--- config.mk ---
export PLATFORM = sky130hd
export DESIGN_NAME = mdio_mgmt_ctrl
export DESIGN_NICKNAME = d
export VERILOG_FILES = /design/src/rtl/mdio_mgmt_pkg.sv /design/src/rtl/mdio_clk_div.sv /design/src/rtl/mdio_frame_eng.sv /design/src/rtl/mdio_mgmt_ctrl.sv
export SDC_FILE = /design/constraint.sdc
export NUM_CORES = 1
export LEC_CHECK = 0
export ABC_AREA = 1
export BUFFER_PORTS_ARGS = -buffer_cell sky130_fd_sc_hd__buf_2
export CORE_ASPECT_RATIO = 1.4
export CORE_MARGIN = 10
export CORE_UTILIZATION = 28
export CTS_CLUSTER_DIAMETER = 30
export DETAILED_ROUTE_END_ITERATION = 8
export GPL_ROUTABILITY_DRIVEN = 1
export SLEW_MARGIN = 20
export SYNTH_ARGS = -nofsm -noshare
export SYNTH_HDL_FRONTEND = slang
export SYNTH_SLANG_ARGS = --single-unit
--- constraint.sdc ---
create_clock -name clk -period 1.8 [get_ports clk]
set_input_delay 0.09 -clock clk [delete_from_list [all_inputs] [get_ports clk]]
set_output_delay 0.09 -clock clk [all_outputs]
set_load 0.01 [all_outputs]
--- src/rtl/mdio_mgmt_pkg.sv ---
package mdio_mgmt_pkg;
    // register byte offsets
    localparam logic [3:0] OFS_CFG  = 4'h0;
    localparam logic [3:0] OFS_CMD  = 4'h4;
    localparam logic [3:0] OFS_WDAT = 4'h8;
    localparam logic [3:0] OFS_RDAT = 4'hC;

    // command word bit positions
    localparam int CMD_PHY_LSB = 24;
    localparam int CMD_REG_LSB = 16;
    localparam int CMD_RD_BIT  = 15;
    localparam int CMD_WR_BIT  = 14;
    localparam int CMD_GO_BIT  = 11;
    localparam int CMD_RDY_BIT = 7;

    // configuration word
    localparam int CFG_EN_BIT  = 6;
    localparam int DIV_W       = 6;
    localparam logic [DIV_W-1:0] DIV_RESET = 6'd29;

    localparam int ADDR_BITS   = 5;
    localparam int DATA_BITS   = 16;
endpackage

--- src/rtl/mdio_clk_div.sv ---
module mdio_clk_div
    import mdio_mgmt_pkg::*;
(
    input  logic             clk,
    input  logic             rst_n,
    input  logic             clr_i,
    input  logic             run_i,
    input  logic [DIV_W-1:0] div_i,
    output logic             tick_o
);
    logic [DIV_W-1:0] cnt_d, cnt_q;

    // >= keeps a shrinking divisor from causing a long wrap
    assign tick_o = run_i && (cnt_q >= div_i);

    always_comb begin
        cnt_d = cnt_q;
        if (clr_i)        cnt_d = '0;
        else if (tick_o)  cnt_d = '0;
        else if (run_i)   cnt_d = cnt_q + 1'b1;
    end

    always_ff @(posedge clk) begin
        if (!rst_n) cnt_q <= '0;
        else        cnt_q <= cnt_d;
    end
endmodule

--- src/rtl/mdio_frame_eng.sv ---
module mdio_frame_eng
    import mdio_mgmt_pkg::*;
#(
    parameter int PRE_BITS = 32
) (
    input  logic                 clk,
    input  logic                 rst_n,
    input  logic                 start_i,
    input  logic                 is_read_i,
    input  logic [ADDR_BITS-1:0] phy_i,
    input  logic [ADDR_BITS-1:0] reg_i,
    input  logic [DATA_BITS-1:0] wdata_i,
    input  logic                 tick_i,
    input  logic                 mdio_i,
    output logic                 mdc_o,
    output logic                 mdio_o,
    output logic                 mdio_oe_o,
    output logic                 busy_o,
    output logic [DATA_BITS-1:0] rdata_o
);
    localparam int FRAME_LEN = PRE_BITS + 4 + 2*ADDR_BITS + 2 + DATA_BITS;
    localparam int IDX_W     = $clog2(FRAME_LEN);
    localparam logic [IDX_W-1:0] LAST_IDX = IDX_W'(FRAME_LEN - 1);
    localparam logic [IDX_W-1:0] TA_IDX   = IDX_W'(FRAME_LEN - DATA_BITS - 2);
    localparam logic [IDX_W-1:0] DAT_IDX  = IDX_W'(FRAME_LEN - DATA_BITS);

    typedef struct packed {
        logic                 busy;
        logic                 mdc;
        logic                 rd;
        logic [IDX_W-1:0]     idx;
        logic [FRAME_LEN-1:0] frame;
        logic [DATA_BITS-1:0] shift;
        logic [DATA_BITS-1:0] rdata;
    } eng_t;

    eng_t s_d, s_q;

    always_comb begin
        s_d = s_q;
        if (start_i && !s_q.busy) begin
            s_d.busy  = 1'b1;
            s_d.mdc   = 1'b0;
            s_d.rd    = is_read_i;
            s_d.idx   = '0;
            s_d.frame = {{PRE_BITS{1'b1}}, 2'b01,
                         (is_read_i ? 2'b10 : 2'b01), phy_i, reg_i,
                         (is_read_i ? 2'b11 : 2'b10),
                         (is_read_i ? {DATA_BITS{1'b1}} : wdata_i)};
        end else if (s_q.busy && tick_i) begin
            if (!s_q.mdc) begin
                s_d.mdc = 1'b1;
                if (s_q.rd && s_q.idx >= DAT_IDX)
                    s_d.shift = {s_q.shift[DATA_BITS-2:0], mdio_i};
            end else begin
                s_d.mdc = 1'b0;
                if (s_q.idx == LAST_IDX) begin
                    s_d.busy = 1'b0;
                    if (s_q.rd) s_d.rdata = s_q.shift;
                end else begin
                    s_d.idx   = s_q.idx + 1'b1;
                    s_d.frame = {s_q.frame[FRAME_LEN-2:0], 1'b0};
                end
            end
        end
    end

    always_ff @(posedge clk) begin
        if (!rst_n) s_q <= '0;
        else        s_q <= s_d;
    end

    assign mdc_o     = s_q.mdc;
    assign mdio_o    = s_q.frame[FRAME_LEN-1];
    assign mdio_oe_o = s_q.busy && !(s_q.rd && s_q.idx >= TA_IDX);
    assign busy_o    = s_q.busy;
    assign rdata_o   = s_q.rdata;

    // clock rests low between frames
    p_mdc_idle_low_r2: assert property (@(posedge clk) disable iff (!rst_n)
        !s_q.busy |-> !s_q.mdc);
    // divider ticks only arrive during a frame
    p_tick_in_frame_r2: assert property (@(posedge clk) disable iff (!rst_n)
        tick_i |-> s_q.busy);
    // the register side never launches into a running frame
    p_start_idle_r8: assert property (@(posedge clk) disable iff (!rst_n)
        start_i |-> !s_q.busy);
endmodule

--- src/rtl/mdio_mgmt_ctrl.sv ---
module mdio_mgmt_ctrl
    import mdio_mgmt_pkg::*;
#(
    parameter int PRE_BITS = 32
) (
    input  logic        clk,
    input  logic        rst_n,
    input  logic        reg_wr,
    input  logic [3:0]  reg_addr,
    input  logic [31:0] reg_wdata,
    output logic [31:0] reg_rdata,
    output logic        mdc,
    output logic        mdio_o,
    output logic        mdio_oe,
    input  logic        mdio_i
);
    typedef struct packed {
        logic [DIV_W-1:0]     div;
        logic                 en;
        logic [ADDR_BITS-1:0] phy;
        logic [ADDR_BITS-1:0] regad;
        logic                 op_rd;
        logic                 op_wr;
        logic [DATA_BITS-1:0] wdat;
    } regs_t;

    regs_t r_d, r_q;
    logic  busy, tick, launch, go_req, op_ok;
    logic [DATA_BITS-1:0] rd_val;

    assign go_req = reg_wr && (reg_addr == OFS_CMD) && reg_wdata[CMD_GO_BIT];
    assign op_ok  = reg_wdata[CMD_RD_BIT] ^ reg_wdata[CMD_WR_BIT];
    assign launch = go_req && op_ok && r_q.en && !busy;

    always_comb begin
        r_d = r_q;
        if (reg_wr && reg_addr == OFS_CFG) begin
            r_d.div = reg_wdata[DIV_W-1:0];
            r_d.en  = reg_wdata[CFG_EN_BIT];
        end
        if (reg_wr && reg_addr == OFS_WDAT)
            r_d.wdat = reg_wdata[DATA_BITS-1:0];
        if (launch) begin
            r_d.phy   = reg_wdata[CMD_PHY_LSB +: ADDR_BITS];
            r_d.regad = reg_wdata[CMD_REG_LSB +: ADDR_BITS];
            r_d.op_rd = reg_wdata[CMD_RD_BIT];
            r_d.op_wr = reg_wdata[CMD_WR_BIT];
        end
    end

    always_ff @(posedge clk) begin
        if (!rst_n) begin
            r_q     <= '0;
            r_q.div <= DIV_RESET;
        end else begin
            r_q <= r_d;
        end
    end

    always_comb begin
        reg_rdata = '0;
        case (reg_addr)
            OFS_CFG: begin
                reg_rdata[DIV_W-1:0]  = r_q.div;
                reg_rdata[CFG_EN_BIT] = r_q.en;
            end
            OFS_CMD: begin
                reg_rdata[CMD_PHY_LSB +: ADDR_BITS] = r_q.phy;
                reg_rdata[CMD_REG_LSB +: ADDR_BITS] = r_q.regad;
                reg_rdata[CMD_RD_BIT]  = r_q.op_rd;
                reg_rdata[CMD_WR_BIT]  = r_q.op_wr;
                reg_rdata[CMD_RDY_BIT] = !busy;
            end
            OFS_WDAT: reg_rdata[DATA_BITS-1:0] = r_q.wdat;
            OFS_RDAT: reg_rdata[DATA_BITS-1:0] = rd_val;
            default:  reg_rdata = '0;
        endcase
    end

    mdio_clk_div u_div (
        .clk    (clk),
        .rst_n  (rst_n),
        .clr_i  (launch),
        .run_i  (busy && r_q.en),
        .div_i  (r_q.div),
        .tick_o (tick)
    );

    mdio_frame_eng #(.PRE_BITS(PRE_BITS)) u_eng (
        .clk       (clk),
        .rst_n     (rst_n),
        .start_i   (launch),
        .is_read_i (reg_wdata[CMD_RD_BIT]),
        .phy_i     (reg_wdata[CMD_PHY_LSB +: ADDR_BITS]),
        .reg_i     (reg_wdata[CMD_REG_LSB +: ADDR_BITS]),
        .wdata_i   (r_q.wdat),
        .tick_i    (tick),
        .mdio_i    (mdio_i),
        .mdc_o     (mdc),
        .mdio_o    (mdio_o),
        .mdio_oe_o (mdio_oe),
        .busy_o    (busy),
        .rdata_o   (rd_val)
    );

    // a disabled interface keeps its clock still
    p_frozen_when_off_r9: assert property (@(posedge clk) disable iff (!rst_n)
        !r_q.en |=> $stable(mdc));
    // a malformed opcode leaves the block idle
    p_bad_op_idle_r10: assert property (@(posedge clk) disable iff (!rst_n)
        (go_req && !op_ok && !busy) |=> !busy);
    // output driver never on while a read result is being latched
    p_read_end_released_r5: assert property (@(posedge clk) disable iff (!rst_n)
        ($fell(busy) && r_q.op_rd) |-> $past(!mdio_oe));
endmodule

==> impl_metrics.prom <==
# TYPE chip_impl_metric gauge
chip_impl_info{name="run_status",value="complete, but fails checks"} 1
chip_impl_info{name="violations",value="negative setup slack"} 1
chip_impl_metric{name="finalSetupViolCount",unit=""} 18
chip_impl_metric{name="detailedRoute.firstPassIterationCount",unit=""} 4
chip_impl_metric{name="grt_pass1_wl",unit="mm"} 29.3
chip_impl_metric{name="route.antenna.remaining_nets",unit=""} 0
chip_impl_metric{name="io-pin-count",unit=""} 75
chip_impl_metric{name="syn_area_per_cell",unit="sq um"} 7.04
chip_impl_metric{name="critPathArrivalTime",unit="ns"} 2.16
chip_impl_metric{name="syn_area",unit="sq mm"} 0.00674
chip_impl_metric{name="total_vias_in_the_final_route",unit=""} 6272
chip_impl_metric{name="diodes",unit=""} 0
chip_impl_info{name="hold_path.class",value="input port to flop"} 1
chip_impl_metric{name="final_nets",unit=""} 1104
chip_impl_metric{name="cts-buffers-inserted",unit=""} 17
chip_impl_metric{name="achievable-frequency",unit="MHz"} 544
chip_impl_metric{name="p_leak",unit="nW"} 3.51
chip_impl_metric{name="clkSlewWorstSetupHoldPaths",unit="ns"} 0.06
chip_impl_metric{name="synth_async_sr_flop_share",unit=""} 0
chip_impl_metric{name="filler_cell_count",unit=""} 2531
chip_impl_metric{name="pwr_density",unit="mW/mm^2"} 798
chip_impl_metric{name="starting_utilization_of_the_core_area",unit=""} 0.283
chip_impl_metric{name="antenna_found_initial",unit=""} 0
chip_impl_metric{name="core_area",unit="sq mm"} 0.0238
chip_impl_metric{name="clock_tree.htree_level_count",unit=""} 4
chip_impl_metric{name="clk_latency",unit="ns"} 0.43
chip_impl_metric{name="vdd_drop_max",unit="mV"} 0.669
chip_impl_metric{name="final.period_utilization",unit=""} 1.02
chip_impl_metric{name="critical_path_required",unit="ns"} 2.12
chip_impl_info{name="element_type_at_the_critical_path_start",value="flop"} 1
chip_impl_info{name="clock_tree_root",value="sky130_fd_sc_hd__clkbuf_16"} 1
chip_impl_metric{name="placedCellCount",unit=""} 1308
chip_impl_metric{name="period_needed",unit="ns"} 1.84
chip_impl_metric{name="final_cell_count_no_fill",unit=""} 1379
chip_impl_metric{name="max_cap_violations",unit=""} 0
chip_impl_info{name="setup_crit_end_kind",value="flop"} 1
chip_impl_info{name="synth_ff_type",value="sky130_fd_sc_hd__dfxtp_1"} 1
chip_impl_metric{name="grt_remaining_overflow",unit=""} 0
chip_impl_info{name="synth.cells.most_frequent",value="sky130_fd_sc_hd__nor2_1 (179), sky130_fd_sc_hd__nand2_1 (158), sky130_fd_sc_hd__dfxtp_1 (145)"} 1
chip_impl_metric{name="drt-vias-per-instance",unit=""} 4.55
chip_impl_info{name="setup.worst_path.class",value="flop to flop"} 1
chip_impl_metric{name="die_height",unit="microns"} 204
chip_impl_info{name="cell_with_the_most_instances_after_synthesis",value="sky130_fd_sc_hd__nor2_1"} 1
chip_impl_metric{name="synth.yosys.warnings",unit=""} 0
chip_impl_metric{name="detail_route.wirelength",unit="mm"} 18.4
chip_impl_metric{name="worst-path-max-fanout",unit=""} 8
chip_impl_metric{name="crit_path_max_incr_delay",unit="ns"} 0.35
chip_impl_metric{name="synth_cells",unit=""} 957
chip_impl_metric{name="grt_start_max_net_pins",unit=""} 48
chip_impl_metric{name="share_of_the_synthesized_area_in_the_top_cell_type",unit=""} 0.431
chip_impl_info{name="synth_largest_area_cell",value="sky130_fd_sc_hd__dfxtp_1"} 1
chip_impl_metric{name="synth-seq-area-share",unit=""} 0.431
chip_impl_metric{name="grt_pass1_vias",unit=""} 5913
chip_impl_metric{name="die_w",unit="microns"} 151
chip_impl_metric{name="finalCoreUtilization",unit=""} 0.365
chip_impl_metric{name="yosys.cell_types.count",unit=""} 32
chip_impl_metric{name="max-clock-path-buffers",unit=""} 2
chip_impl_metric{name="finalClockSkew",unit="ns"} 0.0111
chip_impl_metric{name="gp_routability_congestion",unit=""} 0.762
chip_impl_metric{name="synth_enable_flop_cells",unit=""} 0
chip_impl_info{name="synth_top_cells_by_area",value="sky130_fd_sc_hd__dfxtp_1 (43%), sky130_fd_sc_hd__nor2_1 (10%), sky130_fd_sc_hd__nand2_1 (8.8%)"} 1
chip_impl_metric{name="port_buffers",unit=""} 62
chip_impl_metric{name="grt_util_all_layers",unit=""} 0.117
chip_impl_metric{name="wl_per_cell",unit="microns"} 13.3
chip_impl_metric{name="drt_first_iter_violations",unit=""} 386
chip_impl_info{name="series_of_cell_instances_along_the_critical_path",value="inv_2, ha_4, inv_2, nand2_2, nand2_1, nand2_1, nand2_2, nand2_4, nand3_4, nor2_4, buf_8, nand2_2, nand2_1, nor2_1"} 1
chip_impl_metric{name="yosys_register_bits",unit=""} 145
chip_impl_metric{name="timing.max_slew.rel_slack",unit=""} 0.651
chip_impl_metric{name="max_slew.worst_pin.slew",unit="ns"} 0.523
chip_impl_metric{name="worst_slack",unit="ns"} -0.0392
chip_impl_info{name="rsz0062_at_grt",value="true"} 1
chip_impl_metric{name="fraction_of_layout_cells_with_a_size_suffix_above_1",unit=""} 0.210
chip_impl_info{name="critical_path.slowest_cell",value="sky130_fd_sc_hd__dfxtp_2"} 1
chip_impl_metric{name="die_area",unit="sq mm"} 0.0308
chip_impl_metric{name="finalMaxSlewViolations",unit=""} 0
chip_impl_info{name="tritoncts_clock_tree",value="built"} 1
chip_impl_metric{name="drc",unit=""} 0
chip_impl_metric{name="area_overhead_vs_synth",unit="%"} 29.0
chip_impl_metric{name="std_cell_rows",unit=""} 67
chip_impl_metric{name="report.final.hold_viol_count",unit=""} 0
chip_impl_metric{name="clock_sink_count",unit=""} 145
chip_impl_metric{name="post-dp-hpwl",unit="mm"} 11.9
==> flip-flops by register name, summed over array words and instances, names as in the netlist <==
signal and flops:
u_eng.mdc_o 1, u_div.cnt_q 6, u_eng.busy_o 1, r_q 35, u_eng.rdata_o 16, u_eng.s_q 85, u_eng.mdio_o 1
==> cells in the final DEF, fill, tap and decap left out, types with 5 or more instances in the layout <==
master                          instances
sky130_fd_sc_hd__a21oi_1               53
sky130_fd_sc_hd__a21oi_2                8
sky130_fd_sc_hd__buf_12                 8
sky130_fd_sc_hd__buf_2                 62
sky130_fd_sc_hd__buf_4                 38
sky130_fd_sc_hd__clkbuf_16             20
sky130_fd_sc_hd__clkbuf_8               5
sky130_fd_sc_hd__clkinv_2               5
sky130_fd_sc_hd__conb_1                 6
sky130_fd_sc_hd__dfxtp_1              138
sky130_fd_sc_hd__dfxtp_2                7
sky130_fd_sc_hd__dlygate4sd3_1         25
sky130_fd_sc_hd__inv_1                107
sky130_fd_sc_hd__inv_2                 10
sky130_fd_sc_hd__nand2_1              139
sky130_fd_sc_hd__nand2_2               16
sky130_fd_sc_hd__nand3_1               54
sky130_fd_sc_hd__nand3_2               11
sky130_fd_sc_hd__nand4_1                6
sky130_fd_sc_hd__nor2_1               175
sky130_fd_sc_hd__nor3_1                 6
sky130_fd_sc_hd__o21ai_0               70
sky130_fd_sc_hd__o21ai_1               22
sky130_fd_sc_hd__o221ai_1              10
sky130_fd_sc_hd__o22ai_1               17
sky130_fd_sc_hd__xor2_1                 6
==> metrics by stage <==
stage / worst slack (ns) / TNS [ns] / power [mW] / instance area, sq um / hold WS (ns)
floorplan: 0.0996 / 0 / 3.43 / 6760 / 0.203
global placement: -0.0478 / -0.0517 / 3.52 / 7480 / 0.310
detailed placement: -0.0508 / -1.22 / 3.52 / 7480 / 0.313
CTS: -0.00857 / -0.0440 / 6.99 / 8500 / 0.00128
global route: -0.130 / -3.66 / 7.17 / 8690 / 0.00909
finish: -0.0392 / -0.365 / 6.94 / 8690 / 0.0107
==> kinds of logic after synthesis <==
family / share of synthesized area
buffers and inverters: 0.119
adders and majority gates: 0.0149
and+or+nand+nor: 0.273
AOI/OAI and AO/OA: 0.151
xor gates and xnor gates: 0.0104
DFF: 0.431
other: 0.000557
==> critical path: cells and delay by family (launching register included) <==
family | cells | cell delay (ns)
flops | 1 | 0.35
fa+ha+maj | 1 | 0.25
simple gates | 10 | 0.84
buf+inv | 3 | 0.28
==> power breakdown <==
| group | switching, mW | total [mW] | leakage [nW] | internal, mW |
|---|---|---|---|---|
| sequential | 0.00672 | 3.23 | 1.17 | 3.22 |
| clock | 1.35 | 3.43 | 0.289 | 2.08 |
| combinational | 0.167 | 0.282 | 2.06 | 0.115 |
| total | 1.52 | 6.94 | 3.51 | 5.41 |
==> worst paths after layout <==
kind	from	to	slack, ns	depth (start not counted)
setup / recovery	u_div.cnt_q[0]$_SDFFE_PP0P_	u_eng.s_q[29]$_SDFFE_PN0P_	-0.04	14
hold / removal	reg_wdata[11]	r_q[11]$_SDFFE_PN0P_	0.01	3
setup reg to reg	u_div.cnt_q[0]$_SDFFE_PP0P_	u_eng.s_q[29]$_SDFFE_PN0P_	-0.04	14
hold reg to reg	u_eng.s_q[63]$_SDFFE_PP0P_	u_eng.s_q[63]$_SDFFE_PP0P_	0.45	2
==> cell type report <==
cell class                      instances  area (sq um)  area share
Inverter                              117           439      0.0505
Timing Repair Buffer                  141          1150       0.132
Tap cell                              310           388      0.0446
Clock buffer                           23           498      0.0573
Multi-Input combinational cell        634          3220       0.371
Clock inverter                          9          80.1     0.00922
Sequential cell                       145          2910       0.335
==> routing by layer <==
| metal | vias to the layer above | global-route usage | routed length, microns | share of wire |
|---|---|---|---|---|
| li1 | 3252 | - | - | - |
| met1 | 2897 | 0.142 | 8190 | 0.45 |
| met2 | 106 | 0.195 | 9130 | 0.50 |
| met3 | 17 | 0.0291 | 788 | 0.043 |
| met4 | 0 | 0.0403 | 249 | 0.014 |
| met5 | - | 0 | 0 | 0 |
==> timing repair <==
action,in CTS,in global routing
endpoints found under the hold margin,31,0
setup buffers,7,3
cloned,2,5
hold buffers,25,0
endpoints found under the setup margin,66,83
resized for setup,28,61
pin swaps,6,15
Power figures use the tool's default switching activity.
